### src/rtl/dtp_pkg.sv
// Package: shared types and trim decoding for the trimmed seconds prescaler.
// Assumes: 3-bit trim codes, with bit 2 as direction and bits 1:0 as 10 ppm steps.
package dtp_pkg;

    typedef enum logic [1:0] {
        ADJ_NONE  = 2'd0,
        ADJ_SHORT = 2'd1,
        ADJ_LONG  = 2'd2
    } adj_e;

    localparam int PPM_STEP = 10;
    localparam int PPM_MAX  = 3 * PPM_STEP;

    // Unsigned ppm magnitude of a trim code: 0, 10, 20 or 30.
    function automatic logic [4:0] trim_mag(input logic [2:0] code);
        return 5'({3'b000, code[1:0]}) * 5'(PPM_STEP);
    endfunction

    // Signed ppm value of a trim code.
    function automatic logic signed [5:0] trim_ppm(input logic [2:0] code);
        logic signed [5:0] m;
        m = signed'({1'b0, trim_mag(code)});
        return code[2] ? -m : m;
    endfunction

endpackage

### src/rtl/dtp_tick_counter.sv
// Module: counts enabled ticks within a second and marks the second boundary.
// Assumes: TICKS_PER_SEC >= 3. The adjustment input stays stable for the whole second.
module dtp_tick_counter
    import dtp_pkg::*;
#(
    parameter int TICKS_PER_SEC = 1000
) (
    input  logic clk,
    input  logic rst_n,
    input  logic tick_en,
    input  adj_e adj,
    output logic boundary,
    output logic sec_pulse
);

    localparam int CW = $clog2(TICKS_PER_SEC + 1);
    localparam logic [CW-1:0] LAST_NOM   = CW'(TICKS_PER_SEC - 1);
    localparam logic [CW-1:0] LAST_SHORT = CW'(TICKS_PER_SEC - 2);
    localparam logic [CW-1:0] LAST_LONG  = CW'(TICKS_PER_SEC);

    logic [CW-1:0] cnt;
    logic [CW-1:0] last_idx;

    // Pick the index of the final tick for the current second.
    always_comb begin
        case (adj)
            ADJ_SHORT: last_idx = LAST_SHORT;
            ADJ_LONG:  last_idx = LAST_LONG;
            default:   last_idx = LAST_NOM;
        endcase
    end

    // The boundary is the enabled tick that completes the second.
    always_comb boundary = tick_en && (cnt == last_idx);

    // Advance the tick index on each enabled tick and wrap at the boundary.
    always_ff @(posedge clk) begin
        if (!rst_n)           cnt <= '0;
        else if (boundary)    cnt <= '0;
        else if (tick_en)     cnt <= cnt + 1'b1;
    end

    // Register the one-cycle second pulse.
    always_ff @(posedge clk) begin
        if (!rst_n) sec_pulse <= 1'b0;
        else        sec_pulse <= boundary;
    end

    p_pulse_one_cycle_r2: assert property (@(posedge clk) disable iff (!rst_n)
        sec_pulse |=> !sec_pulse);

    p_idle_hold_r3: assert property (@(posedge clk) disable iff (!rst_n)
        !tick_en |=> $stable(cnt));

    p_cnt_bound_r6: assert property (@(posedge clk) disable iff (!rst_n)
        cnt <= LAST_LONG);

endmodule

### src/rtl/dtp_trim_latch.sv
// Module: holds the trim code in effect and reports its signed ppm value.
// Assumes: the boundary input is high for the single edge that ends a second.
module dtp_trim_latch
    import dtp_pkg::*;
(
    input  logic              clk,
    input  logic              rst_n,
    input  logic              boundary,
    input  logic [2:0]        trim_code,
    output logic [2:0]        active_code,
    output logic signed [5:0] corr_ppm
);

    // Take the requested code only at a second boundary.
    always_ff @(posedge clk) begin
        if (!rst_n)        active_code <= 3'b000;
        else if (boundary) active_code <= trim_code;
    end

    // Report the signed correction of the code in effect.
    always_comb corr_ppm = trim_ppm(active_code);

    p_code_hold_r4: assert property (@(posedge clk) disable iff (!rst_n)
        !boundary |=> $stable(active_code));

    p_ppm_range_r1: assert property (@(posedge clk) disable iff (!rst_n)
        (corr_ppm <= 6'sd30) && (corr_ppm >= -6'sd30));

endmodule

### src/rtl/dtp_frac_accum.sv
// Module: fractional ppm remainder that decides which seconds get one tick more or less.
// Assumes: PPM_MAX * TICKS_PER_SEC < PPM_DENOM, so the remainder wraps at most once per second.
module dtp_frac_accum
    import dtp_pkg::*;
#(
    parameter int TICKS_PER_SEC = 1000,
    parameter int PPM_DENOM     = 1000000
) (
    input  logic       clk,
    input  logic       rst_n,
    input  logic       boundary,
    input  logic [2:0] next_code,
    input  logic [2:0] active_code,
    output adj_e       adj
);

    localparam int AW = $clog2(PPM_DENOM);
    localparam int SW = AW + 1;

    logic [AW-1:0] acc;
    logic [SW-1:0] base;
    logic [SW-1:0] step;
    logic [SW-1:0] sum;
    logic          wrap;
    logic          sign_flip;

    // Add the per-second increment to the remainder, cleared first if the direction changes.
    always_comb begin
        sign_flip = next_code[2] != active_code[2];
        base      = sign_flip ? '0 : SW'(acc);
        step      = SW'(trim_mag(next_code)) * SW'(TICKS_PER_SEC);
        sum       = base + step;
        wrap      = sum >= SW'(PPM_DENOM);
    end

    // Update the remainder and the adjustment for the next second at each boundary.
    always_ff @(posedge clk) begin
        if (!rst_n) begin
            acc <= '0;
            adj <= ADJ_NONE;
        end else if (boundary) begin
            acc <= wrap ? AW'(sum - SW'(PPM_DENOM)) : AW'(sum);
            if (!wrap)             adj <= ADJ_NONE;
            else if (next_code[2]) adj <= ADJ_LONG;
            else                   adj <= ADJ_SHORT;
        end
    end

    p_acc_bound_r5: assert property (@(posedge clk) disable iff (!rst_n)
        acc < AW'(PPM_DENOM));

    p_zero_no_adjust_r9: assert property (@(posedge clk) disable iff (!rst_n)
        (boundary && next_code[1:0] == 2'b00) |=> adj == ADJ_NONE);

endmodule

### src/rtl/dtp_seconds_prescaler.sv
// Module: top of the trimmed seconds prescaler.
// It joins the tick counter, the trim latch and the fractional accumulator.
// Assumes: tick_en marks oscillator ticks in the clk domain and rst_n is synchronous.
module dtp_seconds_prescaler
    import dtp_pkg::*;
#(
    parameter int TICKS_PER_SEC = 1000,
    parameter int PPM_DENOM     = 1000000
) (
    input  logic              clk,
    input  logic              rst_n,
    input  logic              tick_en,
    input  logic [2:0]        trim_code,
    output logic              sec_pulse,
    output logic signed [5:0] corr_ppm
);

    logic       boundary;
    logic [2:0] active_code;
    adj_e       adj;

    dtp_tick_counter #(.TICKS_PER_SEC(TICKS_PER_SEC)) u_cnt (
        .clk       (clk),
        .rst_n     (rst_n),
        .tick_en   (tick_en),
        .adj       (adj),
        .boundary  (boundary),
        .sec_pulse (sec_pulse)
    );

    dtp_trim_latch u_trim (
        .clk         (clk),
        .rst_n       (rst_n),
        .boundary    (boundary),
        .trim_code   (trim_code),
        .active_code (active_code),
        .corr_ppm    (corr_ppm)
    );

    dtp_frac_accum #(
        .TICKS_PER_SEC (TICKS_PER_SEC),
        .PPM_DENOM     (PPM_DENOM)
    ) u_acc (
        .clk         (clk),
        .rst_n       (rst_n),
        .boundary    (boundary),
        .next_code   (trim_code),
        .active_code (active_code),
        .adj         (adj)
    );

    p_adj_dir_r6: assert property (@(posedge clk) disable iff (!rst_n)
        (adj == ADJ_SHORT) |-> !active_code[2]);

    p_adj_dir_neg_r6: assert property (@(posedge clk) disable iff (!rst_n)
        (adj == ADJ_LONG) |-> active_code[2]);

endmodule

### config.mk
export PLATFORM = sky130hd
export DESIGN_NAME = dtp_seconds_prescaler
export DESIGN_NICKNAME = d
export VERILOG_FILES = /design/src/rtl/dtp_pkg.sv /design/src/rtl/dtp_tick_counter.sv /design/src/rtl/dtp_trim_latch.sv /design/src/rtl/dtp_frac_accum.sv /design/src/rtl/dtp_seconds_prescaler.sv
export SDC_FILE = /design/constraint.sdc
export NUM_CORES = 1
export LEC_CHECK = 0
export BUFFER_PORTS_ARGS = -buffer_cell sky130_fd_sc_hd__buf_2
export CAP_MARGIN = 20
export CORE_MARGIN = 2
export CORE_UTILIZATION = 62
export DETAILED_ROUTE_END_ITERATION = 6
export PLACE_DENSITY = 0.82
export SKIP_CTS_REPAIR_TIMING = 1
export SYNTH_ARGS = -nofsm -noshare
export SYNTH_HDL_FRONTEND = slang
export SYNTH_SLANG_ARGS = --single-unit
### constraint.sdc
create_clock -name clk -period 5.15 [get_ports clk]
set_input_delay 0 -clock clk [delete_from_list [all_inputs] [get_ports clk]]
set_output_delay 0 -clock clk [all_outputs]
set_load 0.05 [all_outputs]
==> flow_metrics.env <==
export IMPL_outcome="finished, final reports clean"
export IMPL_p_sw_share_pct=28.4
export IMPL_fmax_mhz=227
export IMPL_stdcell_area_mm2=0.00303
export IMPL_synth_edf_count=0
export IMPL_final_util_pct=68.2
export IMPL_relSlewSlack_pct=49.8
export IMPL_worstSetupStartpointType="flip-flop"
export IMPL_clock_sinks=36
export IMPL_wl_um=6630
export IMPL_nets=398
export IMPL_seqPwrFrac_pct=49.5
export IMPL_die_area_mm2=0.00525
export IMPL_area_growth_pct=4.26
export IMPL_die_h_um=72.5
export IMPL_place_area_mm2=0.00295
export IMPL_ant_nets=0
export IMPL_grt_pass1_vias=2528
export IMPL_peakVddDrop_mv=0.156
export IMPL_ys_ff_latch=36
export IMPL_ios=13
export IMPL_p_leak_uw=0.00123
export IMPL_die_w_um=72.5
export IMPL_post_synth_cell_area_avg_um2=7.96
export IMPL_grt_pass1_wl_um=11600
export IMPL_yosys_warnings=0
export IMPL_worstPathRequired_ns=5.33
export IMPL_setup_viol=0
export IMPL_drt_pass1_iter_count=4
export IMPL_diodes=0
export IMPL_power_frac_clock_pct=32.5
export IMPL_drt_iter0_drc=174
export IMPL_row_count=24
export IMPL_p_comb_share_pct=18.0
export IMPL_grt_max_degree=23
export IMPL_cts_buffers=5
export IMPL_dr_total_vias=2577
export IMPL_drcViolationCount=0
export IMPL_crit_fanout=22
export IMPL_crit_arrival_ns=4.59
export IMPL_period_share_pct=85.7
export IMPL_worst_slack_ns=0.739
export IMPL_cts_clk_slew_worst_paths_ns=0.07
export IMPL_drive_above_1_share_pct=7.61
export IMPL_core_area_mm2=0.00444
export IMPL_ys_seq_area_share_pct=24.8
export IMPL_clock_latency_ns=0.29
export IMPL_rsz0062_at_grt="no"
export IMPL_finClkSkew_ns=0.00924
export IMPL_via_per_inst=6.14
export IMPL_syn_area_mm2=0.00291
export IMPL_synth_ff_type="dfxtp_1"
export IMPL_drv_cap=0
export IMPL_grt_use_total_pct=27.8
export IMPL_htree_levels=2
export IMPL_tightestPinTransition_ns=0.749
export IMPL_synthArstFlopShare_pct=0
export IMPL_cts_buffer_depth=2
export IMPL_cts_tree="built"
export IMPL_setup_tns_ns=0
export IMPL_final_max_slew_viol_count=0
export IMPL_p_int_uw=409
export IMPL_p_switching_uw=162
export IMPL_antenna_found_initial=0
export IMPL_clock_tree_root_cell="clkbuf_8"
export IMPL_hp_class="input pin to flip-flop"
export IMPL_ys_types=62
export IMPL_wl_per_cell_um=15.8
export IMPL_hold_violations=0
export IMPL_powerDensity_mw_per_mm2=188
export IMPL_initial_utilization_pct=65.4
export IMPL_overflow=0
export IMPL_synth_fp_nets=395
export IMPL_place_ws_ns=0.806
export IMPL_place_congestion=0.896
export IMPL_critPathKind="flip-flop to flip-flop"
export IMPL_period_needed_ns=4.41
export IMPL_syn_inst=365
export IMPL_end_kind="flip-flop"
export IMPL_total_power_uw=571
export IMPL_port_buffers=11
export IMPL_post_dp_hpwl_um=5030
Yosys cell counts, types with 3 or more instances:
cell / count / share of area, %
nor3_1: 8 / 1.4
a31oi_1: 4 / 0.86
clkbuf_1: 8 / 1.0
nand3_1: 16 / 2.8
inv_1: 16 / 2.1
xor2_1: 13 / 3.9
o311ai_0: 3 / 0.90
xnor2_1: 15 / 4.5
and2_1: 18 / 3.9
buf_2: 3 / 0.52
nor2b_1: 3 / 0.65
mux2i_1: 4 / 1.4
nor4_1: 3 / 0.65
o21ai_0: 8 / 1.4
nand2_1: 44 / 5.7
or3_1: 4 / 0.86
a211o_1: 3 / 0.90
dfxtp_1: 36 / 25
nor2_1: 29 / 3.7
nand2b_1: 4 / 0.86
a211oi_1: 5 / 1.3
ha_1: 23 / 9.9
a21oi_1: 18 / 3.1
o211ai_1: 5 / 1.3
nand4_1: 9 / 1.9
a21o_1: 8 / 2.1
and3_1: 11 / 2.4
metal layers:
| metal | up-vias | wire (um) | track usage, % | part of all wire [%] |
|---|---|---|---|---|
| met4 | 0 | 199 | 10.7 | 3.0 |
| met3 | 18 | 332 | 4.31 | 5.0 |
| met5 | - | 0 | 0 | 0 |
| met2 | 71 | 3090 | 45.6 | 47 |
| li1 | 1305 | - | - | - |
| met1 | 1183 | 3000 | 37.0 | 45 |
cell type report:
type,instances,area [um2]
Multi-Input combinational cell,297,2040
Fill cell,368,1410
Sequential cell,36,721
Clock buffer,6,72.6
Tap cell,52,65.1
Timing Repair Buffer,12,62.6
Inverter,16,60.1
Clock inverter,1,5.00
sequential cells by signal, summed over array words and instances, names as in the netlist:
signal and count:
u_acc.acc 20, u_acc.adj 2, u_cnt.cnt 10, u_cnt.sec_pulse 1, u_trim.active_code 3
power groups by stage:
stage                     Clock, uW  Sequential, uW  Combinational (uW)
after floorplan                   0             288                78.7
after global placement            0             288                97.2
after detailed placement          0             289                 100
after CTS                       188             282                 101
after global routing            199             282                 113
final                           185             282                 103
through the flow:
step	hold slack, ns	instances
3_3_place_gp	0.338	413
2_1_floorplan	0.136	365
4_1_cts	0.0502	420
5_1_grt	0.0633	420
6_report	0.0515	420
3_5_place_dp	0.349	413
path summary, 6_finish.rpt:
kind | to | slack [ns] | startpoint | cells after the start
worst max-delay path | u_acc.acc[18]$_SDFFE_PN0P_ | 0.74 | u_trim.active_code[2]$_SDFFE_PN0P_ | 15
worst min-delay path | u_trim.active_code[0]$_SDFFE_PN0P_ | 0.05 | trim_code[0] | 3
worst max register to register | u_acc.acc[18]$_SDFFE_PN0P_ | 0.74 | u_trim.active_code[2]$_SDFFE_PN0P_ | 15
worst min register to register | u_acc.adj[0]$_SDFFE_PN0P_ | 0.46 | u_acc.adj[0]$_SDFFE_PN0P_ | 2
cells by family (layout without fill, tap and decap cells):
| kind of cell | after synthesis | count (layout) | synth area share, % |
|---|---|---|---|
| AO/OA/AOI/OAI | 78 | 78 | 20.2 |
| XOR/XNOR | 30 | 30 | 9.94 |
| adder cells (fa/ha/maj) | 24 | 24 | 10.6 |
| buffers and inverters | 32 | 35 | 5.04 |
| flip-flops | 36 | 36 | 24.8 |
| multiplexers | 4 | 4 | 1.38 |
| other | 1 | 1 | 0.129 |
| AND/OR/NAND/NOR | 160 | 160 | 27.9 |
cell usage in the layout, fill, tap and decap left out, types with 3 or more instances in the layout:
| master | count |
|---|---|
| nor4_1 | 3 |
| a211oi_1 | 5 |
| nor2b_1 | 3 |
| a21o_1 | 8 |
| or3_1 | 4 |
| nand4_1 | 9 |
| a211o_1 | 3 |
| nand2_1 | 44 |
| xnor2_1 | 15 |
| o311ai_0 | 3 |
| ha_1 | 23 |
| nand3_1 | 16 |
| nand2b_1 | 4 |
| xor2_1 | 13 |
| inv_1 | 16 |
| clkbuf_8 | 5 |
| buf_2 | 11 |
| mux2i_1 | 4 |
| nor3_1 | 7 |
| and3_1 | 11 |
| a31oi_1 | 4 |
| and2_1 | 18 |
| o211ai_1 | 5 |
| o21ai_0 | 8 |
| nor2_1 | 29 |
| a21oi_1 | 18 |
| dfxtp_1 | 36 |
critical path, stage by stage, from the launching register on:
cell and delay, ns:
dfxtp_1 0.44, xnor2_4 0.59, and2_1 0.22, ha_1 0.18
inv_1 0.06, fa_1 0.48, xor2_1 0.29, ha_1 0.19
o2111ai_1 0.11, nor3_2 0.17, o21ai_1 0.09, a41o_1 0.25
a2111o_1 0.53, nand2_1 0.36, nor3b_1 0.23, o21ai_0 0.10
(Power assumes the default switching activity.)
